[src/rtl/obwin_pkg.sv]
package obwin_pkg;

   typedef enum logic [1:0] {
      SEL_BASE = 2'd0,
      SEL_TGT  = 2'd1,
      SEL_TGTX = 2'd2,
      SEL_ATTR = 2'd3
   } reg_sel_e;

   localparam int ATTR_EN_BIT = 31;
   localparam int ATTR_TY_LSB = 12;
   localparam int TY_W        = 4;
   localparam int SZ_W        = 6;
   localparam logic [TY_W-1:0] TY_IO = 4'h8;

endpackage

[src/rtl/obwin_regs.sv]
module obwin_regs
   import obwin_pkg::*;
#(
   parameter int NUM_WIN = 5,
   parameter int DATA_W  = 32,
   parameter int BASE_W  = 20,
   parameter int TGT_W   = 32,
   parameter int EXT_W   = 20,
   parameter int WIN_IW  = 3
) (
   input  logic                                 clk,
   input  logic                                 rst_n,
   input  logic                                 cfg_we,
   input  logic [WIN_IW-1:0]                    cfg_win,
   input  logic [1:0]                           cfg_sel,
   input  logic [DATA_W-1:0]                    cfg_wdata,
   output logic [NUM_WIN-1:1][BASE_W-1:0]       base_q,
   output logic [NUM_WIN-1:1][TGT_W-1:0]        tgt_q,
   output logic [NUM_WIN-1:1][EXT_W-1:0]        tgtx_q,
   output logic [NUM_WIN-1:1]                   en_q,
   output logic [NUM_WIN-1:1][SZ_W-1:0]         code_q,
   output logic [NUM_WIN-1:1][TY_W-1:0]         ty_q
);

   reg_sel_e sel;
   assign sel = reg_sel_e'(cfg_sel);

   // Slot 0 has no storage: it is the fixed fallback.
   for (genvar g = 1; g < NUM_WIN; g++) begin : g_slot
      logic hit_wr;
      assign hit_wr = cfg_we && (cfg_win == WIN_IW'(g));

      always_ff @(posedge clk) begin
         if (!rst_n) begin
            base_q[g] <= '0;
            tgt_q[g]  <= '0;
            tgtx_q[g] <= '0;
            en_q[g]   <= 1'b0;
            code_q[g] <= '0;
            ty_q[g]   <= '0;
         end else if (hit_wr) begin
            case (sel)
               SEL_BASE: base_q[g] <= cfg_wdata[BASE_W-1:0];
               SEL_TGT:  tgt_q[g]  <= cfg_wdata[TGT_W-1:0];
               SEL_TGTX: tgtx_q[g] <= cfg_wdata[EXT_W-1:0];
               SEL_ATTR: begin
                  en_q[g]   <= cfg_wdata[ATTR_EN_BIT];
                  code_q[g] <= cfg_wdata[SZ_W-1:0];
                  ty_q[g]   <= cfg_wdata[ATTR_TY_LSB +: TY_W];
               end
               default: ;
            endcase
         end
      end
   end

endmodule

[src/rtl/obwin_match.sv]
module obwin_match
   import obwin_pkg::*;
#(
   parameter int CPU_AW = 32,
   parameter int PG_SH  = 12,
   parameter int TGT_W  = 32,
   parameter int EXT_W  = 20,
   localparam int BASE_W = CPU_AW - PG_SH,
   localparam int BUS_AW = EXT_W + TGT_W + PG_SH,
   localparam int EFF_W  = SZ_W + 1
) (
   input  logic [CPU_AW-1:0] lk_addr,
   input  logic [BASE_W-1:0] base,
   input  logic [TGT_W-1:0]  tgt,
   input  logic [EXT_W-1:0]  tgtx,
   input  logic              en,
   input  logic [SZ_W-1:0]   sz_code,
   output logic              hit,
   output logic [BUS_AW-1:0] xaddr
);

   logic [EFF_W-1:0]  eff_sz;
   logic [CPU_AW-1:0] base_full;
   logic [CPU_AW-1:0] keep;
   logic [BUS_AW-1:0] tgt_full;

   assign base_full = {base, {PG_SH{1'b0}}};
   assign tgt_full  = {tgtx, tgt, {PG_SH{1'b0}}};

   // Effective size in address bits, never below the page size.
   always_comb begin
      eff_sz = EFF_W'(sz_code) + EFF_W'(1);
      if (eff_sz < EFF_W'(PG_SH)) eff_sz = EFF_W'(PG_SH);
   end

   always_comb begin
      for (int i = 0; i < CPU_AW; i++) keep[i] = (i >= int'(eff_sz));
   end

   assign hit = en && (((lk_addr ^ base_full) & keep) == '0);

   always_comb begin
      xaddr = tgt_full;
      for (int i = 0; i < CPU_AW; i++) begin
         if (i < int'(eff_sz)) xaddr[i] = lk_addr[i];
      end
   end

endmodule

[src/rtl/obwin_pick.sv]
module obwin_pick #(
   parameter int NUM_WIN = 5,
   parameter int BUS_AW  = 64,
   parameter int WIN_IW  = 3
) (
   input  logic [NUM_WIN-1:1]             hit,
   input  logic [NUM_WIN-1:1]             io,
   input  logic [NUM_WIN-1:0][BUS_AW-1:0] xaddr,
   output logic [WIN_IW-1:0]              sel_idx,
   output logic [BUS_AW-1:0]              sel_addr,
   output logic                           sel_io,
   output logic                           sel_miss
);

   // Scan downward so the lowest-numbered hit is the last to be taken.
   always_comb begin
      sel_idx  = '0;
      sel_addr = xaddr[0];
      sel_io   = 1'b0;
      for (int w = NUM_WIN - 1; w >= 1; w--) begin
         if (hit[w]) begin
            sel_idx  = WIN_IW'(w);
            sel_addr = xaddr[w];
            sel_io   = io[w];
         end
      end
   end

   assign sel_miss = ~|hit;

endmodule

[src/rtl/obwin_xlate.sv]
module obwin_xlate
   import obwin_pkg::*;
#(
   parameter int NUM_WIN = 5,
   parameter int CPU_AW  = 32,
   parameter int PG_SH   = 12,
   parameter int DATA_W  = 32,
   parameter int TGT_W   = 32,
   parameter int EXT_W   = 20,
   localparam int BASE_W = CPU_AW - PG_SH,
   localparam int BUS_AW = EXT_W + TGT_W + PG_SH,
   localparam int WIN_IW = $clog2(NUM_WIN)
) (
   input  logic              clk,
   input  logic              rst_n,
   input  logic              cfg_we,
   input  logic [WIN_IW-1:0] cfg_win,
   input  logic [1:0]        cfg_sel,
   input  logic [DATA_W-1:0] cfg_wdata,
   input  logic              lk_valid,
   input  logic [CPU_AW-1:0] lk_addr,
   output logic              rsp_valid,
   output logic [BUS_AW-1:0] rsp_addr,
   output logic              rsp_io,
   output logic [WIN_IW-1:0] rsp_win,
   output logic              rsp_miss
);

   if (NUM_WIN < 2) begin : g_bad_nwin
      $error("NUM_WIN must leave at least one programmable slot");
   end
   if (CPU_AW <= PG_SH) begin : g_bad_aw
      $error("CPU_AW must exceed the page shift");
   end
   if (BUS_AW < CPU_AW) begin : g_bad_bus
      $error("bus address must be at least as wide as the CPU address");
   end
   if (DATA_W <= ATTR_EN_BIT || DATA_W < TGT_W || DATA_W < BASE_W || DATA_W < EXT_W) begin : g_bad_dw
      $error("DATA_W too narrow for the register fields");
   end

   logic [NUM_WIN-1:1][BASE_W-1:0] base_q;
   logic [NUM_WIN-1:1][TGT_W-1:0]  tgt_q;
   logic [NUM_WIN-1:1][EXT_W-1:0]  tgtx_q;
   logic [NUM_WIN-1:1]             en_q;
   logic [NUM_WIN-1:1][SZ_W-1:0]   code_q;
   logic [NUM_WIN-1:1][TY_W-1:0]   ty_q;

   logic [NUM_WIN-1:1]             hit_w;
   logic [NUM_WIN-1:1]             io_w;
   logic [NUM_WIN-1:0][BUS_AW-1:0] xaddr_w;

   logic [WIN_IW-1:0] pick_idx;
   logic [BUS_AW-1:0] pick_addr;
   logic              pick_io;
   logic              pick_miss;

   obwin_regs #(
      .NUM_WIN(NUM_WIN), .DATA_W(DATA_W), .BASE_W(BASE_W),
      .TGT_W(TGT_W), .EXT_W(EXT_W), .WIN_IW(WIN_IW)
   ) u_regs (
      .clk(clk), .rst_n(rst_n),
      .cfg_we(cfg_we), .cfg_win(cfg_win), .cfg_sel(cfg_sel), .cfg_wdata(cfg_wdata),
      .base_q(base_q), .tgt_q(tgt_q), .tgtx_q(tgtx_q),
      .en_q(en_q), .code_q(code_q), .ty_q(ty_q)
   );

   for (genvar g = 0; g < NUM_WIN; g++) begin : g_win
      if (g == 0) begin : g_dflt
         assign xaddr_w[g] = BUS_AW'(lk_addr);
      end else begin : g_prog
         obwin_match #(
            .CPU_AW(CPU_AW), .PG_SH(PG_SH), .TGT_W(TGT_W), .EXT_W(EXT_W)
         ) u_match (
            .lk_addr(lk_addr), .base(base_q[g]), .tgt(tgt_q[g]), .tgtx(tgtx_q[g]),
            .en(en_q[g]), .sz_code(code_q[g]),
            .hit(hit_w[g]), .xaddr(xaddr_w[g])
         );
         assign io_w[g] = (ty_q[g] == TY_IO);
      end
   end

   obwin_pick #(
      .NUM_WIN(NUM_WIN), .BUS_AW(BUS_AW), .WIN_IW(WIN_IW)
   ) u_pick (
      .hit(hit_w), .io(io_w), .xaddr(xaddr_w),
      .sel_idx(pick_idx), .sel_addr(pick_addr), .sel_io(pick_io), .sel_miss(pick_miss)
   );

   always_ff @(posedge clk) begin
      if (!rst_n) begin
         rsp_valid <= 1'b0;
         rsp_addr  <= '0;
         rsp_io    <= 1'b0;
         rsp_win   <= '0;
         rsp_miss  <= 1'b0;
      end else begin
         rsp_valid <= lk_valid;
         if (lk_valid) begin
            rsp_addr <= pick_addr;
            rsp_io   <= pick_io;
            rsp_win  <= pick_idx;
            rsp_miss <= pick_miss;
         end
      end
   end

endmodule

[config.mk]
export PLATFORM = sky130hd
export DESIGN_NAME = obwin_xlate
export DESIGN_NICKNAME = d
export VERILOG_FILES = /design/src/rtl/obwin_pkg.sv /design/src/rtl/obwin_regs.sv /design/src/rtl/obwin_match.sv /design/src/rtl/obwin_pick.sv /design/src/rtl/obwin_xlate.sv
export SDC_FILE = /design/constraint.sdc
export NUM_CORES = 1
export LEC_CHECK = 0
export ABC_AREA = 1
export BUFFER_PORTS_ARGS = -buffer_cell sky130_fd_sc_hd__buf_2
export CORE_MARGIN = 2
export CORE_UTILIZATION = 35
export CTS_CLUSTER_SIZE = 8
export DETAILED_ROUTE_END_ITERATION = 8
export GPL_ROUTABILITY_DRIVEN = 1
export GPL_TIMING_DRIVEN = 0
export PLACE_DENSITY_LB_ADDON = 0.12
export SLEW_MARGIN = 20
export SYNTH_ARGS = -nofsm -noshare
export SYNTH_HDL_FRONTEND = slang
export SYNTH_HIERARCHICAL = 1
export SYNTH_SLANG_ARGS = --single-unit
[constraint.sdc]
create_clock -name clk -period 3.4 [get_ports clk]
set_clock_uncertainty 0.2 [all_clocks]
set_input_delay 0.17 -clock clk [delete_from_list [all_inputs] [get_ports clk]]
set_output_delay 0.17 -clock clk [all_outputs]
set_load 0.005 [all_outputs]
# --- Word-level counts from Yosys, hierarchy flattened ---
# Cells that the tools add are included.
totals:
  ff_bits: 402
  in_bits: 73
  out_inout_bits: 70
  wordCells: 487
classes:
  n_addsub: 4
  magnitude_cmp: 260
  n_eq_ne: 11
  muxes: 144
  bitwise_logic: 8
  n_reduce_logical: 31
ops:
  columns: ["operator", "count"]
  rows:
  - ["$ge 5x7->1 const A", 64]
  - ["$lt 5x7->1 const A", 64]
  - ["$mux 64", 4]
  - ["$ge 4x7->1 const A", 32]
  - ["$lt 4x7->1 const A", 32]
  - ["$mux 1", 132]
  - ["$and 32x32->32", 4]
  - ["$logic_not 32->1", 4]
  - ["$xor 32x32->32", 4]
  - ["$ge 3x7->1 const A", 16]
  - ["$lt 3x7->1 const A", 16]
  - ["$ge 1x7->1 const A", 8]
  - ["$ge 2x7->1 const A", 8]
  - ["$lt 1x7->1 const A", 8]
  - ["$lt 2x7->1 const A", 8]
  - ["$reduce_and 2->1", 16]
  - ["$add 6x1->7 const B", 4]
  - ["$lt 7x4->1 const B", 4]
  - ["$mux 7", 4]
  - ["$eq 4x4->1 const B", 4]
  - ["$mux 3", 4]
  - ["$logic_and 1x1->1", 8]
  - ["$eq 3x2->1 const B", 2]
  - ["$eq 2x2->1 const B", 2]
  - ["other kinds (6)", 6]

# --- Logic depth before layout (Yosys ltp) ---
logic_depth:
  word_depth: 11
  depth_mapped: 27
  ltp_nobuf: 25

# --- Hierarchy ---
# The synthesis kept the hierarchy.
modules_own_cells:
  columns: ["mod", "instances", "cells_each", "area_per_inst_um2", "seq_area_each_um2"]
  rows:
  - ["obwin_regs", 1, 2354, 14692.8, 6646.4]
  - ["obwin_match at g_win[1].g_prog.u_match ...", 3, 222, 1290.0, 0.0]
  - ["obwin_xlate", 1, 457, 2902.8, 1401.3]
  - ["obwin_pick", 1, 652, 2807.7, 0.0]
  - ["obwin_match at g_win[4].g_prog.u_match", 1, 225, 1373.8, 0.0]

# --- Worst setup path after synthesis ---
# No wires, ideal clock.
synth_path:
  kind: "reg-to-reg"
  startpoint: "register u_regs/code_q[18] (netlist name)"
  endpoint: "register rsp_addr[23]"
  setup_ps: 64
  arrival_ps: 2675
  required_time_ps: 3136
  setup_slack_ps: 461
  stages_incl_launch_ff: 26
  path_buffers: 2
  synth_period_minus_slack_ps: 2939
  path_cell_list: "dfxtp_1 > ha_1 > nand2_2 > inv_2 > nand2_4 > nor2_8 > inv_4 > nand2_4 > nor2_4 > nor2_8 > nand3_1 > nand3_1 > nand2_1 > nor2_1 > nand2_1 > nor2_1 > buf_4 > buf_2 > nand3_1 > nand3_1 > nand2_1 > nand2_1 > inv_1 > nand2_1 > nand2_1 > nor2_1"
synth_between:
  elab_chain_cells: 11
  elab_cells_between_ends: 44
  classes_between: "add/sub: 1; order compare: 34; mux: 6; bitwise: 1; reduce/logical: 2"
synth_rtl:
  columns: ["element", "line", "source"]
  rows:
  - ["start: declaration", "obwin_regs.sv:21", "output logic [NUM_WIN-1:1][SZ_W-1:0] code_q,"]
  - ["start signal: indexed assignment", "obwin_regs.sv:48", "code_q[g] <= cfg_wdata[SZ_W-1:0];"]
  - ["$add 6x1->7 (*)", "obwin_match.sv:32", "eff_sz = EFF_W'(sz_code) + EFF_W'(1);"]
  - ["$lt 7x4->1", "obwin_match.sv:33", "if (eff_sz < EFF_W'(PG_SH)) eff_sz = EFF_W'(PG_SH);"]
  - ["$mux 7 (*)", "obwin_match.sv:33", null]
  - ["$ge 1x7->1 (tied with other cells)", "obwin_match.sv:37", "for (int i = 0; i < CPU_AW; i++) keep[i] = (i >= int'(eff_sz));"]
  - ["$and 32x32->32 (*)", "obwin_match.sv:40", "assign hit = en && (((lk_addr ^ base_full) & keep) == '0);"]
  - ["$logic_not 32->1 (*)", "obwin_match.sv:40", null]
  - ["$logic_and 1x1->1 (*)", "obwin_match.sv:40", null]
  - ["via hit_w (one bit)", "obwin_xlate.sv:49", "logic [NUM_WIN-1:1] hit_w;"]
  - ["$mux 64 (*) (4 in a row)", "obwin_pick.sv:21", "if (hit[w]) begin"]
  - ["via pick_addr[23]", "obwin_xlate.sv:54", "logic [BUS_AW-1:0] pick_addr;"]
  - ["end signal: assignment", "obwin_xlate.sv:100", "rsp_addr <= pick_addr;"]
  - ["end: declaration", "obwin_xlate.sv:23", "output logic [BUS_AW-1:0] rsp_addr,"]
# Mark *: on every way through the listed nets, which the timed path passes. The rest lies on a longest branch.
# A chain may end at the register's enable or synchronous reset.

# --- Worst setup path after layout ---
layout_path:
  startpoint: "register u_regs/code_q[13] (netlist name)"
  endpoint: "register rsp_addr[16]"
layout_between:
  elab_chain_cells: 10
  elab_cells_between_ends: 43
  classes_between: "add/sub: 1; order compare: 34; mux: 5; bitwise: 1; reduce/logical: 2"
layout_rtl:
  columns: ["element", "line"]
  rows:
  - ["$add 6x1->7 (*)", "obwin_match.sv:32"]
  - ["$lt 7x4->1", "obwin_match.sv:33"]
  - ["$mux 7 (*)", "obwin_match.sv:33"]
  - ["$ge 1x7->1 (tied with other cells)", "obwin_match.sv:37"]
  - ["$and 32x32->32 (*)", "obwin_match.sv:40"]
  - ["$logic_not 32->1 (*)", "obwin_match.sv:40"]
  - ["$logic_and 1x1->1 (*)", "obwin_match.sv:40"]
  - ["via hit_w (one bit)", "obwin_xlate.sv:49"]
  - ["$mux 64 (*) (3 in a row)", "obwin_pick.sv:21"]
  - ["via pick_addr[16]", "obwin_xlate.sv:54"]
# Marked as above.

==> results by group <==
Final layout
  • Area Overhead vs Synth: 24.4%
  • Final instance area: 31900 um^2
  • # fillers: 7905
  • Share of cells above drive strength 1: 0.183
  • Fin nets: 4761
  • Non-Filler Instances: 5654
  • Util after Layout: 0.439

Synthesis
  • Ys flop type: dfxtp_1
  • Adder-Cell Fraction of Synth Area: 0.00195
  • Largest family of logic cells by synthesized area: simple AND/OR/NAND/NOR gates
  • Yosys cell types: 41
  • Post-Syn Area: 25600 um^2
  • Share of the synthesized area in compound gates (AO/OA/AOI/OAI): 0.0526
  • Post-Synth XOR/XNOR Area: 0.0273
  • Synth Area per Inst: 5.89 um^2
  • Async S/R FF share, synth: 0
  • Post-synthesis simple-gate area fraction: 0.400
  • Mux cell area share after synthesis: 0.0119
  • Synth Instances: 4354
  • Sequential area share after synthesis: 0.314
  • FF+latch count, synth: 402
  • YS warnings: 6
  • Number of enable flip-flop cells after synthesis: 0

Clocking
  • Root buffer cell: clkbuf_16
  • Cts bufs inserted: 57
  • Clock latency on the worst-skew pair: 0.63 ns
  • Clock slew seen by the registers of the worst setup and hold paths: 0.05 ns
  • CTS H-tree depth: 2
  • CTS tree: yes
  • Sink Count: 402
  • Deepest clock path buffer count: 3

Detailed routing
  • Metal2 WL: 45400 um
  • Total number of vias: 26726
  • Highest Signal Layer: met5
  • Routed WL: 107000 um
  • M1 WL: 48300 um
  • DRT antenna net count: 0
  • 1st-pass router iterations: 6
  • Post-route DRC: 0
  • Routed wire per std cell: 18.8 um
  • DR vias/cell: 4.73
  • Initial DRC count: 2456
  • Routed wl met3: 8200 um

STA
  • Slew headroom: 0.181
  • Final number of max-transition violations: 0
  • Final worst slack: -0.0358 ns
  • WHS: 0.130 ns
  • Setup TNS: -0.0358 ns
  • Tmin final: 3.44 ns
  • # setup viols final: 1
  • Transition time of the tightest slew-check pin: 1.23 ns
  • RSZ-0062 raised after global routing: yes
  • Endpoints failing hold: 0
  • Final worst-path cycle share: 1.01
  • FMAX: 291 MHz

Setup path
  • Crit Path Class: flop to flop
  • CP Max Fanout: 10
  • Worst path required time: 3.70 ns
  • Crit path launch type: flop
  • Crit end category: flop
  • Crit path DAT: 3.73 ns

GRT
  • Largest net degree at the start of global routing: 16
  • Vias in the first global route: 24175
  • First-pass GRT wire length: 154000 um
  • Initial antenna violation count: 1
  • Total Routing Usage GR: 0.276
  • GRT overflow: 0

Run
  • Max Cap Viol: 0

Place
  • DP HPWL: 77200 um
  • Final Wtd Congestion: 0.949
  • PortBufs: 140
  • Placed cell area: 27700 um^2
  • Placed Cells: 5484
  • Pre-CTS WS: -0.783 ns

Power and ir drop
  • Final Total Pwr: 11.7 mW
  • Peak VDD IR: 0.393 mV
  • LEAKAGE: 16.3 nW
  • Power Dens Cells: 367 nW/um^2

Floorplan
  • Initial core utilization: 0.353
  • Top-level I/O count: 143
  • Die width: 275 um
  • Row cnt: 99
  • Die Area: 75500 um^2
  • Core ar.: 72700 um^2
  • Die Span Y: 275 um

Run status
  • Failing checks: negative setup slack
  • Status: finished, violations left

Min path
  • Hold/Removal Path Class: input port to flop
## where the power goes
group	total, mW	switching (mW)	internal, mW
clock network	5.32	2.20	3.12
registers	4.88	0.0602	4.82
logic	1.49	1.02	0.477
## cell usage in the layout, fill, tap and decap left out, types with 32 or more instances in the layout
| master | count |
|---|---|
| buf_2 | 203 |
| nand3_1 | 400 |
| a31oi_1 | 38 |
| nand3_2 | 66 |
| buf_4 | 171 |
| nand2_2 | 87 |
| clkbuf_1 | 143 |
| dlygate4sd3_1 | 61 |
| clkbuf_16 | 62 |
| conb_1 | 32 |
| inv_1 | 665 |
| dfxtp_1 | 387 |
| nor2_1 | 708 |
| a21oi_1 | 141 |
| nand2_1 | 1089 |
| xor2_1 | 64 |
## worst paths after layout
kind	from	endpoint	slack [ns]	cells past startpoint
max	u_regs/code_q[13]$_SDFFE_PN0P_	rsp_addr[16]$_SDFFE_PN0P_	-0.04	26
min	cfg_wdata[28]	u_regs/tgt_q[124]$_SDFFE_PN0P_	0.13	4
min reg2reg	rsp_addr[2]$_SDFFE_PN0P_	rsp_addr[2]$_SDFFE_PN0P_	0.26	2
max reg2reg	u_regs/code_q[13]$_SDFFE_PN0P_	rsp_addr[16]$_SDFFE_PN0P_	-0.04	26
## synthesized netlist by cell type, types with 5 or more instances
cell type	instances	area [um^2]
nand3_2	8	80.1
clkbuf_1	160	601
xnor2_1	16	140
o21ai_1	11	55.1
nand2_2	21	131
mux2_2	26	293
nand3_1	482	2410
buf_1	20	75.1
nand4_1	23	144
dfxtp_1	402	8050
nor2_2	9	56.3
inv_1	673	2530
buf_2	83	415
nor2_4	10	113
a31oi_1	40	250
inv_2	20	75.1
xor2_1	64	561
nor3_1	5	25.0
nor2_1	726	2730
buf_6	11	124
a21oi_1	161	806
nor2_8	5	100
buf_4	141	1060
o21ai_0	17	85.1
nand2_1	1177	4420
clkinv_1	10	37.5
## critical path, cell delays in order (launching register included)
cell	delay, ns
dfxtp_4	0.38
ha_4	0.16
nand2_4	0.05
inv_4	0.07
nand2_4	0.06
nand2_4	0.11
nand3_2	0.12
nor2_4	0.16
nor2_8	0.08
buf_4	0.14
o21ai_2	0.21
nand2_1	0.09
nand2_1	0.08
nor2_1	0.04
nand2_1	0.08
nor2_2	0.05
buf_6	0.14
buf_12	0.15
buf_6	0.16
a21oi_1	0.22
nand3_4	0.13
nand2_1	0.10
nand2_2	0.07
inv_1	0.06
nand2_1	0.05
nand2_1	0.08
nor2_1	0.04
## per-layer routing
metal,GRT usage,up-vias
li1,-,13571
met5,0,-
met4,0.106,2
met2,0.428,1000
met3,0.0410,205
met1,0.384,11948
## layout make-up
type,instances,area [um^2],share of cell area
Multi-Input combinational cell,2863,14000,0.440
Sequential cell,402,8090,0.254
Inverter,704,2670,0.0837
Buffer,414,2620,0.0821
Timing Repair Buffer,242,1730,0.0541
Clock buffer,66,1500,0.0471
Tap cell,959,1200,0.0376
Clock inverter,3,68.8,0.00216
Antenna cell,1,2.50,0.0000785
## cell families (layout without fill, tap and decap cells)
kind of cell | count (synthesis) | count (layout)
multiplexers | 27 | 27
other | 1 | 33
XOR/XNOR | 80 | 80
flip-flops | 402 | 402
AO/OA/AOI/OAI | 247 | 247
adder cells (fa/ha/maj) | 4 | 4
buffers and inverters | 1120 | 1429
AND/OR/NAND/NOR | 2473 | 2473
## registers in the layout (all words and copies together), names as in the netlist
signal / count
u_regs/tgt_q: 128
u_regs/base_q: 80
u_regs/tgtx_q: 80
rsp_addr: 64
u_regs/code_q: 24
u_regs/ty_q: 16
u_regs/en_q: 4
rsp_win: 3
rsp_io: 1
rsp_miss: 1
rsp_valid: 1
## timing repair
| action | 4_1_cts | 5_1_grt |
|---|---|---|
| endpoints found under the setup margin | 69 | 68 |
| endpoints found under the hold margin | 214 | 0 |
| gates resized for setup | 130 | 344 |
| setup buffers | 21 | 15 |
| hold buffers | 61 | 0 |
| cloned | 1 | 4 |
| pin swaps | 19 | 93 |
Power figures use the tool's default switching activity.
